[src/rtl/irq_latch_pkg.sv]
package irq_latch_pkg;
  typedef enum logic [1:0] {
    CFG_MODE = 2'd0,
    CFG_MASK = 2'd1,
    CFG_BASE = 2'd2
  } cfg_sel_e;
endpackage

[src/rtl/irq_sync.sv]
module irq_sync #(
  parameter int W = 16,
  parameter int STAGES = 2,
  parameter logic [W-1:0] RST_VAL = '0
) (
  input  logic         clk,
  input  logic         rst,
  input  logic [W-1:0] d,
  output logic [W-1:0] q
);
  logic [W-1:0] pipe [STAGES];

  always_ff @(posedge clk) begin
    if (rst) begin
      for (int s = 0; s < STAGES; s++) pipe[s] <= RST_VAL;
    end else begin
      pipe[0] <= d;
      for (int s = 1; s < STAGES; s++) pipe[s] <= pipe[s-1];
    end
  end

  assign q = pipe[STAGES-1];
endmodule

[src/rtl/irq_detect.sv]
module irq_detect #(
  parameter int N = 16,
  parameter logic [N-1:0] FIXED_EDGE = '0,
  parameter logic [N-1:0] ACT_LOW = '0
) (
  input  logic         clk,
  input  logic         rst,
  input  logic [N-1:0] sync_in,
  input  logic [N-1:0] level_mode,
  input  logic [N-1:0] clr_lat,
  output logic [N-1:0] req
);
  logic [N-1:0] act, act_d, lat, level_eff;

  assign act = sync_in ^ ACT_LOW;

  for (genvar i = 0; i < N; i++) begin : g_line
    if (FIXED_EDGE[i]) begin : g_fixed
      assign level_eff[i] = 1'b0;
      // a fixed-edge line held active and idle stays idle
      fixed_edge_chk: assert property (@(posedge clk) disable iff (rst)
        (act[i] && act_d[i] && !req[i] && !clr_lat[i]) |=> !req[i]);
    end else begin : g_prog
      assign level_eff[i] = level_mode[i];
    end
    assign req[i] = level_eff[i] ? act[i] : (lat[i] & act[i]);
  end

  always_ff @(posedge clk) begin
    if (rst) begin
      act_d <= '0;
      lat   <= '0;
    end else begin
      act_d <= act;
      lat   <= act & (lat | ~act_d) & ~clr_lat;
    end
  end
endmodule

[src/rtl/irq_prio.sv]
module irq_prio #(
  parameter int N = 16,
  localparam int LW = $clog2(N)
) (
  input  logic [N-1:0]  vec,
  output logic          found,
  output logic [LW-1:0] idx
);
  always_comb begin
    found = 1'b0;
    idx   = '0;
    for (int i = N - 1; i >= 0; i--) begin
      if (vec[i]) begin
        found = 1'b1;
        idx   = i[LW-1:0];
      end
    end
  end
endmodule

[src/rtl/irq_latch.sv]
module irq_latch
  import irq_latch_pkg::*;
#(
  parameter int N = 16,
  parameter int VEC_W = 8,
  parameter int SYNC_STAGES = 2,
  parameter int DEFAULT_LINE = 7,
  parameter logic [VEC_W-1:0] BASE_RST = 8'h20,
  parameter logic [N-1:0] FIXED_EDGE = 16'h0102,
  parameter logic [N-1:0] ACT_LOW = 16'h0100
) (
  input  logic             clk,
  input  logic             rst,
  input  logic [N-1:0]     irq_in,
  input  logic             cfg_we,
  input  logic [1:0]       cfg_sel,
  input  logic [N-1:0]     cfg_wdata,
  input  logic             inta,
  input  logic             eoi,
  output logic             intr,
  output logic             ack_valid,
  output logic [VEC_W-1:0] ack_vector
);
  localparam int LW = $clog2(N);
  localparam logic [LW-1:0] DEF_IDX = LW'(DEFAULT_LINE);

  logic [N-1:0] sync_q, req, cand, clr_lat, isr_q, eoi_clr, isr_set;
  logic [N-1:0] mode_r, mask_r;
  logic [VEC_W-1:0] base_r;
  logic c_found, i_found, intr_next;
  logic [LW-1:0] c_idx, i_idx, line_sel;

  irq_sync #(.W(N), .STAGES(SYNC_STAGES), .RST_VAL(ACT_LOW)) u_sync (
    .clk(clk), .rst(rst), .d(irq_in), .q(sync_q)
  );

  irq_detect #(.N(N), .FIXED_EDGE(FIXED_EDGE), .ACT_LOW(ACT_LOW)) u_detect (
    .clk(clk), .rst(rst), .sync_in(sync_q), .level_mode(mode_r),
    .clr_lat(clr_lat), .req(req)
  );

  assign cand = req & ~mask_r;

  irq_prio #(.N(N)) u_prio_req (.vec(cand),  .found(c_found), .idx(c_idx));
  irq_prio #(.N(N)) u_prio_isr (.vec(isr_q), .found(i_found), .idx(i_idx));

  assign intr_next = c_found && !(i_found && (i_idx <= c_idx));
  assign line_sel  = c_found ? c_idx : DEF_IDX;
  assign isr_set   = (inta && c_found) ? (N'(1) << c_idx) : '0;
  assign clr_lat   = isr_set;
  assign eoi_clr   = (eoi && i_found) ? (N'(1) << i_idx) : '0;

  always_ff @(posedge clk) begin
    if (rst) begin
      mode_r <= '0;
      mask_r <= '0;
      base_r <= BASE_RST;
    end else if (cfg_we) begin
      case (cfg_sel_e'(cfg_sel))
        CFG_MODE: mode_r <= cfg_wdata;
        CFG_MASK: mask_r <= cfg_wdata;
        CFG_BASE: base_r <= cfg_wdata[VEC_W-1:0];
        default:  ;
      endcase
    end
  end

  always_ff @(posedge clk) begin
    if (rst) begin
      isr_q      <= '0;
      intr       <= 1'b0;
      ack_valid  <= 1'b0;
      ack_vector <= '0;
    end else begin
      isr_q     <= (isr_q & ~eoi_clr) | isr_set;
      intr      <= intr_next;
      ack_valid <= inta;
      if (inta) ack_vector <= base_r + {{(VEC_W-LW){1'b0}}, line_sel};
    end
  end


  reset_state_chk: assert property (@(posedge clk)
    rst |=> (!intr && !ack_valid));

  ack_follows_inta_chk: assert property (@(posedge clk) disable iff (rst)
    ack_valid |-> $past(inta));

  masked_intr_chk: assert property (@(posedge clk) disable iff (rst)
    intr |-> $past(|(req & ~mask_r)));

  isr_single_set_chk: assert property (@(posedge clk) disable iff (rst)
    $onehot0(isr_q & ~$past(isr_q)));

  eoi_clear_chk: assert property (@(posedge clk) disable iff (rst)
    (eoi && !inta && (|isr_q)) |=> ($countones(isr_q) == $past($countones(isr_q)) - 1));
endmodule

[config.mk]
export PLATFORM = sky130hd
export DESIGN_NAME = irq_latch
export DESIGN_NICKNAME = d
export VERILOG_FILES = /design/src/rtl/irq_latch_pkg.sv /design/src/rtl/irq_sync.sv /design/src/rtl/irq_detect.sv /design/src/rtl/irq_prio.sv /design/src/rtl/irq_latch.sv
export SDC_FILE = /design/constraint.sdc
export NUM_CORES = 1
export LEC_CHECK = 0
export ABC_AREA = 1
export CORE_MARGIN = 3
export CORE_UTILIZATION = 39
export DETAILED_ROUTE_END_ITERATION = 8
export DONT_BUFFER_PORTS = 1
export PLACE_DENSITY = 0.52
export SLEW_MARGIN = 40
export SYNTH_ARGS = -nofsm -noshare
export SYNTH_HDL_FRONTEND = slang
export SYNTH_SLANG_ARGS = --single-unit
[constraint.sdc]
create_clock -name clk -period 2.7 [get_ports clk]
set_input_delay 0.135 -clock clk [delete_from_list [all_inputs] [get_ports clk]]
set_output_delay 0.135 -clock clk [all_outputs]
set_load 0.05 [all_outputs]
# --- After elaboration in Yosys (flattened, before gate mapping) ---
# Memories as Yosys holds them, arrays and structs flattened.
# Cells that the tools add are included.
op_classes:
  n_lt_le_gt_ge: 1
  n_shift: 2
  reduce_logical: 9
  n_addsub: 1
  n_bitwise: 29
  n_mux: 86
  eq_ne: 2
ops:
  columns: ["cell", "count"]
  rows:
  - ["2-to-1 mux 4 bit", 33]
  - ["bitwise AND 16 bit", 4]
  - ["2-to-1 mux 16 bit", 4]
  - ["inverter 16 bit", 4]
  - ["2-to-1 mux 1 bit", 49]
  - ["bitwise OR 16 bit", 2]
  - ["<< shifter 1 x 4 -> 16 bit (first input constant)", 2]
  - ["bitwise AND 1 bit", 16]
  - ["adder 8 x 4 -> 8 bit", 1]
  - ["AND reduction 2 bit", 3]
  - ["less-or-equal comparator 4 bit", 1]
  - ["logical AND 1 bit", 4]
  - ["== test 2 x 1 -> 1 bit (second input constant)", 1]
  - ["== test 2 bit (second input constant)", 1]
  - ["zero test 2 bit", 1]
  - ["bitwise OR 1 bit", 2]
  - ["zero test 1 bit", 1]
  - ["inverter 1 bit", 1]
word_totals:
  elab_cells: 140
  mem_bits_rw: 32
  regBits: 98
  memories: 1
  output_inout_bits: 10
mem_list:
  columns: ["name", "words", "word_bits", "rd", "rd_clocked_by_memory_dff", "write_ports", "line", "text"]
  rows:
  - ["u_sync.pipe", 2, 16, 2, 0, 2, "irq_sync.sv:11", "logic [W-1:0] pipe [STAGES];"]

# --- Logic depth before layout (Yosys ltp) ---
# An unclocked memory read counts as a cell.
logic_depth:
  depth_word: 24
  ltp_mapped: 29

# --- Modules after synthesis ---
# From an unflattened synthesis, not the netlist that was laid out.
unflattened:
  cells_unflattened: 820
  hier_area_um2: 5650.4
modules_own_cells:
  columns: ["mod", "instances", "cells_per_inst", "area_per_inst_um2", "seq_area_each_um2"]
  rows:
  - ["irq_latch", 1, 422, 2950.3, 1321.3]
  - ["irq_detect", 1, 184, 1243.7, 640.6]
  - ["irq_sync", 1, 116, 1038.5, 640.6]
  - ["irq_prio", 2, 49, 209.0, 0.0]

# --- Worst setup path before layout ---
# No wires, ideal clock.
synth_timing:
  path_kind: "register -> register"
  start: "mem u_sync.pipe[1][14], in the netlist u_sync.pipe[0][30]"
  end: "reg ack_vector[6]"
  setup_time_ns: 0.117
  arrival_time_ns: 2.464
  synth_period_minus_slack_ns: 2.581
  setup_slack_ns: 0.119
  path_stages_with_launch: 29
  cell_sequence: "dfxtp_1 -> inv_1 -> nor2_2 -> nand2_1 -> nand2_1 -> nand2_1 -> nand2_1 -> nand2_1 -> nand2_1 -> nand2_1 -> nand2_1 -> nand2_1 -> nand2_1 -> nand2_1 -> nand2_1 -> nand2_2 -> nand2_4 -> nand2_8 -> nand2_4 -> nand2_1 -> ha_1 -> fa_1 -> nand3_1 -> and2_1 -> nor2_1 -> nand2_1 -> nor2_1 -> o221ai_1 -> inv_1"
synth_rtl:
  columns: ["item", "line", "text"]
  rows:
  - ["start: declaration", "irq_sync.sv:11", null]
  - ["end signal: assignment", "irq_latch.sv:78", "if (inta) ack_vector <= base_r + {{(VEC_W-LW){1'b0}}, line_sel};"]
  - ["end: declaration", "irq_latch.sv:22", "output logic [VEC_W-1:0] ack_vector"]

# --- Worst setup path after layout ---
layout_timing:
  start: "reg u_detect.lat[15]"
  end: "reg ack_vector[6]"
layout_between:
  elab_chain_cells: 21
  elab_cells_between_ends: 37
  cone_classes: "add/sub (1); mux (34); bitwise (2)"
layout_lines:
  columns: ["item", "line", "text"]
  rows:
  - ["start: declaration", "irq_detect.sv:13", "logic [N-1:0] act, act_d, lat, level_eff;"]
  - ["start signal: assignment", "irq_detect.sv:35", "lat <= act & (lat | ~act_d) & ~clr_lat;"]
  - ["bitwise AND 1 bit (*)", "irq_detect.sv:26", "assign req[i] = level_eff[i] ? act[i] : (lat[i] & act[i]);"]
  - ["2-to-1 mux 1 bit (*)", "irq_detect.sv:26", null]
  - ["bitwise AND 16 bit (*)", "irq_latch.sv:42", "assign cand = req & ~mask_r;"]
  - ["2-to-1 mux 4 bit or 2-to-1 mux 1 bit (tied branches) (16 in series)", "irq_prio.sv:13", "if (vec[i]) begin"]
  - ["2-to-1 mux 4 bit (*)", "irq_latch.sv:48", "assign line_sel = c_found ? c_idx : DEF_IDX;"]
  - ["adder 8 x 4 -> 8 bit (*)", "irq_latch.sv:78", null]
# Mark *: on every way between the ends. The rest lies on a longest branch, timed or not.
# A chain may end at the register's enable or synchronous reset.

==> metrics <==
total area of multi-input combinational cells=~2300 sq um; Iteration-0 DRC Markers=approximately 270; average routed wire per standard cell=about 14 um; final hold violation count=0; core footprint=~13000 sq um; crit path kind=flip-flop to flip-flop; data required time of the worst path=between 3 and 4 ns; Top delay family on crit path=simple AND/OR/NAND/NOR gates; first-pass GRT wire length=about 22000 um; post-synth design cell area=between 5000 and 6000 sq um; most common library cell in the layout ignoring fill and taps=sky130_fd_sc_hd__nor2_1; Final Setup Violations=0; type of the worst min-delay path=input port to flip-flop; number of instances in the synthesized netlist=around 710; sequential element share of the synthesized area=0.485; number of different library cells in the post-synthesis netlist=36; Post-Syn Nets=~760; worst path arrival time=a little under 3 ns; Bufs and invs on worst path=1; total routing resource utilization after global routing=0.186; Tightest Pin Transition=~0.66 ns; run status=completed; cell count of the worst hold path=2; P&R area growth vs syn=25.1%; Peak VDD IR=between 400 and 500 uV; CTS Buffer Depth=2; Hold Crit Start=inta; most used cells in the layout excluding fill and tap cells=163 x sky130_fd_sc_hd__nor2_1, 126 x sky130_fd_sc_hd__dfxtp_1, 116 x sky130_fd_sc_hd__inv_1; TritonCTS buffer count=17; sinks on the clock net=around 130; Clock Pin Slew Worst Setup and Hold Paths=around 0.05 ns; RSZ-0062 raised after global routing=true; power density of the placed cells=approximately 700 nW/um^2; count of pins on the block boundary=49; fraction of layout instances using a drive strength above 1=0.162; end point of the worst hold path=ack_valid; y dimension of the die=between 100 and 150 um; detail-routed via count per cell=between 4 and 5; Fin Hold WS=approximately 0.068 ns; Worst R2R Path Depth=28; cell chosen for the clock root=sky130_fd_sc_hd__clkbuf_16; slowest stage delay, CP=between 0.3 and 0.4 ns; total number of vias=4473; mean instance size in the synthesized netlist=7.46 sq um; Placer Congestion=around 0.88; leakage power figure=just under 3 nW; min cycle time layout=2.61 ns; diode count=0; level count of the clock H-tree=4; worst reg2reg setup slack=0.09 ns; worst clock skew=0.00631 ns; vias in the first global route=roughly 4400; layout filler cell count=roughly 1300; overall die area=roughly 15000 sq um; Remaining Overflow, GRT=0; number of register bits inferred by synthesis=around 130; die width=approximately 120 um; Setup crit end kind=flip-flop; max-slew violation total from the final report=0; Final nets=between 800 and 900; endpoint of the worst-slack reg-to-reg timing path=ack_vector[6]; period utilization=0.968; post-route DRC violation count=0; critical path's most frequent cell=sky130_fd_sc_hd__nand2_1; Synth warnings=0; timing-limited maximum frequency=383 MHz; wire length after detailed routing=13000 um; register cell area after layout=2560 sq um; site row count=roughly 40; number of antenna violations at the first check in global routing=0; CTS tree=yes; Post-DP HPWL=roughly 9000 um; fraction of post-synthesis cell area in the top cell type by area=0.485; effective utilization at floorplan=0.409; Maximum Capacitance Violations=0; top area cells in the synthesized netlist=sky130_fd_sc_hd__dfxtp_1 49%, sky130_fd_sc_hd__nor2_1 12%, sky130_fd_sc_hd__inv_1 8.4%; post-detailed-route count of antenna-violating nets=0; Critical Path Slowest Stage Cell=sky130_fd_sc_hd__fa_2; port bufs=0; cell type with the highest aggregate area in the netlist=sky130_fd_sc_hd__dfxtp_1; Clock Latency Late Sink=approximately 0.42 ns; crit path launch type=flip-flop; maximum number of pins on one net before global-route repair=75; drt pass-1 iters=4; headroom to the max-slew limit=0.559; Final TNS setup=0 ns; worst-path maximum fanout=2; launch point of the worst reg-to-reg path=u_detect.lat[15]
==> per-stage QoR <==
step	util	cell area [sq um]	power, mW	setup WS (ns)	instances
final	0.511	6610	4.62	0.0858	948
after global routing	0.511	6610	4.81	-0.160	948
after CTS	0.500	6470	4.63	0.00483	943
after detailed placement	0.429	5550	2.43	-0.108	878
after global placement	0.429	5550	2.43	-0.0254	878
after floorplan	-	5280	2.35	0.119	708
==> worst register-to-register path: cells and delay by family, from the launching register on <==
| family | cells | cell delay (ns) |
|---|---|---|
| simple gates | 24 | 1.54 |
| fa+ha+maj | 2 | 0.51 |
| flops | 1 | 0.32 |
| compound gates | 1 | 0.09 |
| buf+inv | 1 | 0.07 |
==> worst max-delay path by stage <==
stage,to,depth (start not counted),from,slack (ns)
floorplan,ack_vector[6],28,u_sync.pipe[0][30],0.12
global placement,ack_vector[6],28,u_sync.pipe[0][30],-0.03
detailed placement,ack_vector[6],28,u_detect.lat[14],-0.11
CTS,ack_vector[6],29,u_detect.lat[14],0.005
global route,ack_vector[6],29,u_sync.pipe[0][30],-0.16
finish,ack_vector[6],28,u_detect.lat[15],0.09
==> power by group <==
group	switching (mW)	total [mW]	leakage (nW)	internal, mW
logic	0.264	0.448	1.63	0.184
registers	0.0838	2.06	1.05	1.97
clock network	0.782	2.12	0.256	1.33
==> area by class of cell <==
| cell class | instances | share of cell area |
|---|---|---|
| timing repair buffer | 57 | 0.0806 |
| multi-input combinational | 429 | 0.342 |
| tap | 172 | 0.0326 |
| clock buffer | 22 | 0.0672 |
| inverter | 133 | 0.0755 |
| sequential | 128 | 0.388 |
| clock inverter | 7 | 0.0136 |
==> metal layers <==
metal  up-vias  GRT usage  wire (um)
met5         -          0          0
met4         0     0.0637        199
met3        19     0.0576        792
met2       119      0.293       5780
met1      2026      0.241       6270
li1       2309          -          -
==> cells by family (layout without fill, tap and decap cells) <==
| family | after synthesis | count (layout) | share of synthesized area |
|---|---|---|---|
| AO/OA/AOI/OAI | 98 | 98 | 0.100 |
| AND/OR/NAND/NOR | 317 | 317 | 0.276 |
| adder cells (fa/ha/maj) | 9 | 9 | 0.0227 |
| flip-flops | 128 | 128 | 0.485 |
| XOR/XNOR | 5 | 5 | 0.00829 |
| buffers and inverters | 151 | 219 | 0.107 |
==> synthesized netlist by cell type (all sizes together) <==
library cell    n
nor4            3
o21ai          62
buf             2
o211ai          4
nor2          182
clkinv          1
and2            2
nand3          20
fa              1
or2             3
a211oi          1
dfxtp         128
xor2            5
clkbuf         16
nand2          74
o221ai          1
nor3           14
nand4          19
a21oi          29
ha              8
a32o            1
inv           132
==> what timing repair did <==
item / 4_1_cts / 5_1_grt
setup endpoints to repair: 1 / 5
gates resized for setup: 3 / 31
buffers inserted: 1 / 5
pin swaps: 2 / 15
hold endpoints to repair: 126 / 0
hold buffers: 35 / 0
==> flip-flops by register name, indices dropped and copies added (netlist names) <==
| register | flops |
|---|---|
| mode_r | 14 |
| u_detect.lat | 16 |
| intr | 1 |
| base_r | 8 |
| ack_vector | 8 |
| isr_q | 16 |
| u_sync.pipe | 32 |
| mask_r | 16 |
| u_detect.act_d | 16 |
| ack_valid | 1 |
Note: power is estimated with default switching activity, not from simulation.
